### src/rtl/byte_serial_tx_pkg.sv
package byte_serial_tx_pkg;
  localparam int DATA_W  = 8;
  localparam int FRAME_W = DATA_W + 2;

  function automatic logic [FRAME_W-1:0] build_frame(input logic [DATA_W-1:0] b);
    return {1'b1, b, 1'b0};
  endfunction
endpackage

### src/rtl/bit_timer.sv
module bit_timer #(
  parameter int BIT_CYCLES = 868
) (
  input  logic clk,
  input  logic rst,
  input  logic run,
  output logic tick
);
  localparam int CW = (BIT_CYCLES > 1) ? $clog2(BIT_CYCLES) : 1;
  localparam logic [CW-1:0] LAST = CW'(BIT_CYCLES - 1);

  logic [CW-1:0] cnt;

  assign tick = run && (cnt == LAST);

  always_ff @(posedge clk) begin
    if (rst || !run || tick) cnt <= '0;
    else                     cnt <= cnt + 1'b1;
  end

  assert_cnt_range_R3: assert property (@(posedge clk) disable iff (rst) cnt <= LAST);
  assert_idle_clear_R3: assert property (@(posedge clk) disable iff (rst) !run |=> cnt == '0);
endmodule

### src/rtl/frame_shifter.sv
module frame_shifter
  import byte_serial_tx_pkg::*;
(
  input  logic              clk,
  input  logic              rst,
  input  logic              load,
  input  logic [DATA_W-1:0] byte_in,
  input  logic              shift,
  output logic              line
);
  logic [FRAME_W-1:0] sreg;

  assign line = sreg[0];

  always_ff @(posedge clk) begin
    if (rst)        sreg <= '1;
    else if (load)  sreg <= build_frame(byte_in);
    else if (shift) sreg <= {1'b1, sreg[FRAME_W-1:1]};
  end

  assert_start_low_R2: assert property (@(posedge clk) disable iff (rst) load |=> !line);
endmodule

### src/rtl/byte_serial_tx.sv
module byte_serial_tx
  import byte_serial_tx_pkg::*;
#(
  parameter int BIT_CYCLES = 868
) (
  input  logic       clk,
  input  logic       rst,
  input  logic       trig,
  input  logic [7:0] din,
  output logic       txd
);
  localparam int BW = $clog2(FRAME_W + 1);
  localparam logic [BW-1:0] LAST_BIT = BW'(FRAME_W - 1);

  logic          busy;
  logic [BW-1:0] bit_idx;
  logic          bit_tick;
  logic          start_evt;
  logic          frame_done;

  assign start_evt  = trig && !busy;
  assign frame_done = bit_tick && (bit_idx == LAST_BIT);

  bit_timer #(.BIT_CYCLES(BIT_CYCLES)) u_timer (
    .clk  (clk),
    .rst  (rst),
    .run  (busy),
    .tick (bit_tick)
  );

  frame_shifter u_shift (
    .clk     (clk),
    .rst     (rst),
    .load    (start_evt),
    .byte_in (din),
    .shift   (bit_tick),
    .line    (txd)
  );

  always_ff @(posedge clk) begin
    if (rst) begin
      busy    <= 1'b0;
      bit_idx <= '0;
    end else if (start_evt) begin
      busy    <= 1'b1;
      bit_idx <= '0;
    end else if (frame_done) begin
      busy    <= 1'b0;
      bit_idx <= '0;
    end else if (bit_tick) begin
      bit_idx <= bit_idx + 1'b1;
    end
  end

  assert_idle_high_R1: assert property (@(posedge clk) disable iff (rst) !busy |-> txd);
  assert_stop_high_R2: assert property (@(posedge clk) disable iff (rst)
    busy && bit_idx == LAST_BIT |-> txd);
  assert_busy_ignore_R5: assert property (@(posedge clk) disable iff (rst)
    busy && trig && !frame_done |=> busy);
  assert_done_idle_R6: assert property (@(posedge clk) disable iff (rst) frame_done |=> !busy);
  assert_reset_R7: assert property (@(posedge clk) rst |=> txd && !busy);
endmodule

### config.mk
export PLATFORM = sky130hd
export DESIGN_NAME = byte_serial_tx
export DESIGN_NICKNAME = d
export VERILOG_FILES = /design/src/rtl/byte_serial_tx_pkg.sv /design/src/rtl/bit_timer.sv /design/src/rtl/frame_shifter.sv /design/src/rtl/byte_serial_tx.sv
export SDC_FILE = /design/constraint.sdc
export NUM_CORES = 1
export LEC_CHECK = 0
export ABC_AREA = 1
export BUFFER_PORTS_ARGS = -buffer_cell sky130_fd_sc_hd__clkbuf_2
export CAP_MARGIN = 40
export CORE_UTILIZATION = 55
export DETAILED_ROUTE_END_ITERATION = 16
export GPL_TIMING_DRIVEN = 0
export PLACE_DENSITY = 0.82
export SLEW_MARGIN = 40
export SYNTH_ARGS = -nofsm -noshare
export SYNTH_HDL_FRONTEND = slang
export SYNTH_SLANG_ARGS = --single-unit
### constraint.sdc
create_clock -name clk -period 2.15 [get_ports clk]
set_input_delay 0.645 -clock clk [delete_from_list [all_inputs] [get_ports clk]]
set_output_delay 0.645 -clock clk [all_outputs]
set_load 0.05 [all_outputs]
* Word level (Yosys, flattened, before mapping)
Index checks and enable logic that the tools add are counted.
Widths: inputs -> output; s select.
** Operators by class
- Reduce and logical (&&, ||, !) cells :: 9
- Add/sub/neg operators :: 2
- Muxes and demuxes :: 4
- Equal/unequal tests :: 2
** Operators with widths (count)
- $mux 9 :: 2
- $add 10x1->10 const B :: 1
- $eq 10x10->1 const B :: 1
- $add 4x1->4 const B :: 1
- $eq 4x4->1 const B :: 1
- $reduce_bool 2->1 :: 2
- $logic_and 1x1->1 :: 3
- $reduce_or 3->1 :: 1
- $logic_or 1x1->1 :: 2
- $mux 1 :: 2
- $logic_not 1->1 :: 1
** Word-level totals
- Word-level logic and storage cells :: 21
- Output and inout bits :: 1
- Bits of input ports :: 11
- Bits in registers :: 24

* Longest topological paths before layout
- Depth in word-level cells :: 5
- Depth in mapped cells :: 9
- Depth with buffers taken out :: 9

* Hierarchy
From an unflattened synthesis, not the netlist that was laid out.
** Second synthesis, totals
- Cell total of the unflattened synthesis :: 162
- Area, all modules :: 1183.6 um^2
** Modules (own cells, without submodules)
- bit_timer :: instances 1, cells each 70, area each 505.5 um^2, seq. area each 200.2 um^2
- frame_shifter :: instances 1, cells each 55, area each 414.1 um^2, seq. area each 180.2 um^2
- byte_serial_tx :: instances 1, cells each 37, area each 264.0 um^2, seq. area each 100.1 um^2

* Least setup slack after synthesis
OpenSTA, ideal clock, no wires.
- Path type :: in2reg
- Start :: input trig
- End :: register u_shift.sreg[8]
- Path buffers :: 1
- Slack :: 0.742 ns
- Setup time :: 0.116 ns
- Data arrival time :: 1.292 ns
- Data required time :: 2.034 ns
- Cell stages on the path :: 6
- Cells stage by stage :: inv_1 -> nor2_4 -> inv_2 -> buf_2 -> a21oi_1 -> nand2_1
** On the way
- Word-level cells in the longest chain between the ends :: 2
- Elaborated cells on any way between the ends :: 3
- Classes of those cells :: mux (1); reduce/logical (2)
** RTL lines
- start, declared :: line byte_serial_tx.sv:8 : input logic trig,
- $logic_and 1x1->1 * :: line byte_serial_tx.sv:21 : assign start_evt = trig && !busy;
- $mux 9 or $reduce_bool 2->1 (tied branches)
- end signal, assigned :: line frame_shifter.sv:17 : else if (load) sreg <= build_frame(byte_in);
- end signal, assigned :: line frame_shifter.sv:18 : else if (shift) sreg <= {1'b1, sreg[FRAME_W-1:1]};
- end, declared :: line frame_shifter.sv:11 : logic [FRAME_W-1:0] sreg;
Mark *: on every way between the ends. The rest lies on a longest branch, timed or not.
A chain may end at the register's enable or synchronous reset.

* Final worst setup path
- Start :: register u_shift.sreg[0]
- End :: output txd
** RTL lines
- end, declared :: line byte_serial_tx.sv:10 : output logic txd
No word-level cell between the ends.

==> results.ini <==
[critical_path]
reg2reg_to=bit_idx[2]
start_kind=register
path_buf_inv=1
crit_path_top_delay_cell=dfxtp_1
rr_startpoint=u_timer.cnt[0]
crit_required_ns=1.50
rr_worst_depth=8
rrSetupSlack_ns=0.69
crit_fanout=2
end_kind=primary output
crit_chain=clkbuf_2
critPathTopFamily=flip-flops
slowest_delay_ns=0.35
critical_path_arrival_ns=0.93
critPathKind=register to primary output

[yosys]
synth_top_cell_by_area=dfxtp_1
syn_area_per_cell_um2=6.76
ys_seq_elements=24
synth_cells=180
synth_area_um2=1220
yosysWarnings=0
synth_area_leaders=dfxtp_1 (39%), nand2_1 (19%), nand3_1 (9.5%)
ys.flop_type=dfxtp_1
netlist_top_cells_count=nand2_1 (63), dfxtp_1 (24), nand3_1 (23)
ys_async_sr_fraction_pct=0
synth.net_count=194
yosys.area.top_type_share_pct=39.5
synth_edf_count=0
synth_seq_area_share_pct=39.5
synth.distinct_cells=22
synth.most_common_cell=nand2_1

[clock_tree]
postCtsResizedCells=0
postCtsHoldBufs=0
cts_sinks=24
clockBufferDepth=2
cts-root-buf=clkbuf_4
cts-buffers-inserted=3
cts_tree=built
cts_setup_buffers=0
clk-insertion-delay-late_ns=0.31
cts_htree_levels=1
cts.clk_slew.worst_paths_ns=0.12

[timing]
finalCritPeriodShare_pct=73.5
setup_viol=0
hold_ws_ns=0.452
drv_slew=0
setup_tns_ns=0
maxSlewHeadroom_pct=71.7
clock-skew-final_ns=0.00355
grt_setup_unrepaired=no
fmax_ghz=0.633
hold_viol=0
min_period_ns=1.58
max_slew.worst_pin.slew_ns=0.424

[min_path]
hp-class=register to register
hp-start=u_timer.cnt[0]
hold_depth=1
hold_path_end=u_timer.cnt[0]

[routing]
drc=0
wl_per_cell_um=10.5
final_antenna_net_count=0
dr_total_vias=1096
via_per_inst=4.96
drt-initial-drc-count=25
routed_wl_mm=2.32
dr.pass1.iters=4

[pwr]
power.density_nw_per_um2=586
vdd_drop_max_uv=366
leakage_uw=0.000581

[floorplanning]
row_count=16
coreArea_um2=2020
ios=12
die_w_um=49.0
initial_core_util_pct=60.2
die_area_um2=2410
die_y_um=49.0

[global_route]
antenna_found_initial=0
grt_pass1_wl_mm=3.92
grt_max_degree=13
grt_pass1_vias=989
grt.total_usage_pct=20.7
grt-ovfl-total=0

[job]
maxCapViolations=0

[final_layout]
antennaDiodeCount=0
drive_gt1_share_pct=14.9
final_nets=210
syn2layout_area_growth_pct=9.15

[placement]
io_buffer_count=11
dp_hpwl_mm=1.73
routabilityCongestion=0.798

[status]
status=finished clean

## cell usage in the layout, fill, tap and decap left out
cell type,synthesis,routed
a21oi_1,6,6
ha_1,3,3
buf_2,1,1
xor2_1,1,1
xnor2_1,1,1
inv_1,20,20
nor2_1,15,15
inv_2,2,2
nand2_2,3,3
o21ai_0,2,2
nor2_4,2,2
nand3_2,1,1
nand3_4,1,1
o21ai_1,1,1
nand4_1,4,4
nand3b_1,1,1
dfxtp_1,24,24
nor2_2,4,4
clkbuf_2,0,11
clkbuf_1,1,1
nand2_1,63,63
clkbuf_4,0,3
nand3_1,23,23
buf_6,1,1
## logic make-up after synthesis
group                      after synthesis  synth area share (%)
xor gates and xnor gates                 2                  1.44
DFF                                     24                  39.5
and+or+nand+nor                        117                  43.9
AOI/OAI and AO/OA                        9                  3.70
adders and majority gates                3                  3.08
buffers and inverters                   25                  8.43
## how the worst max path moves through the flow
stage,endpoint,start,depth (start not counted)
finish,txd,u_shift.sreg[0],1
global route,txd,u_shift.sreg[0],1
CTS,txd,u_shift.sreg[0],1
detailed placement,u_shift.sreg[3],trig,7
global placement,u_shift.sreg[8],trig,7
floorplan,u_shift.sreg[8],trig,6
## worst reg2reg max path: cells and delay by family (launching register included)
kind                       cells  cell delay [ns]
adders and majority gates      1             0.17
buffers and inverters          1             0.06
DFF                            1             0.37
and+or+nand+nor                6             0.78
## per-stage QoR
| step | setup slack [ns] | utilization [%] | power (uW) | cells | cell area, um^2 |
|---|---|---|---|---|---|
| after floorplan | 0.742 | - | 564 | 180 | 1220 |
| after global placement | 0.525 | 64.6 | 588 | 218 | 1310 |
| after detailed placement | 0.486 | 64.6 | 594 | 218 | 1310 |
| after CTS | 0.563 | 65.7 | 781 | 221 | 1330 |
| after global routing | 0.537 | 65.7 | 817 | 221 | 1330 |
| final | 0.571 | 65.7 | 779 | 221 | 1330 |
## layer usage
layer / up-vias / part of all wire (%) / global-route usage, %
li1: 591 / - / -
met1: 491 / 48 / 24.4
met2: 12 / 49 / 38.4
met3: 2 / 2.3 / 3.12
met4: 0 / 0.65 / 5.88
met5: - / 0 / 0
## state kept, by name, indices dropped and copies added, names as in the netlist
name,flops
busy,1
bit_idx,4
u_timer.cnt,10
u_shift.sreg,9
## cell type report
class | count | area (um^2)
Timing Repair Buffer | 11 | 55.1
Inverter | 22 | 82.6
Multi-Input combinational cell | 131 | 634
Clock buffer | 3 | 22.5
Buffer | 3 | 20.0
Tap cell | 27 | 33.8
Sequential cell | 24 | 480
Fill cell | 190 | 693
## report_power, final
| group | total [uW] | internal [uW] | switching, uW |
|---|---|---|---|
| clock network | 194 | 65.5 | 128 |
| registers | 479 | 466 | 13.7 |
| logic | 106 | 39.3 | 66.2 |
| total | 779 | 570 | 208 |
Note: power is estimated with default switching activity, not from simulation.
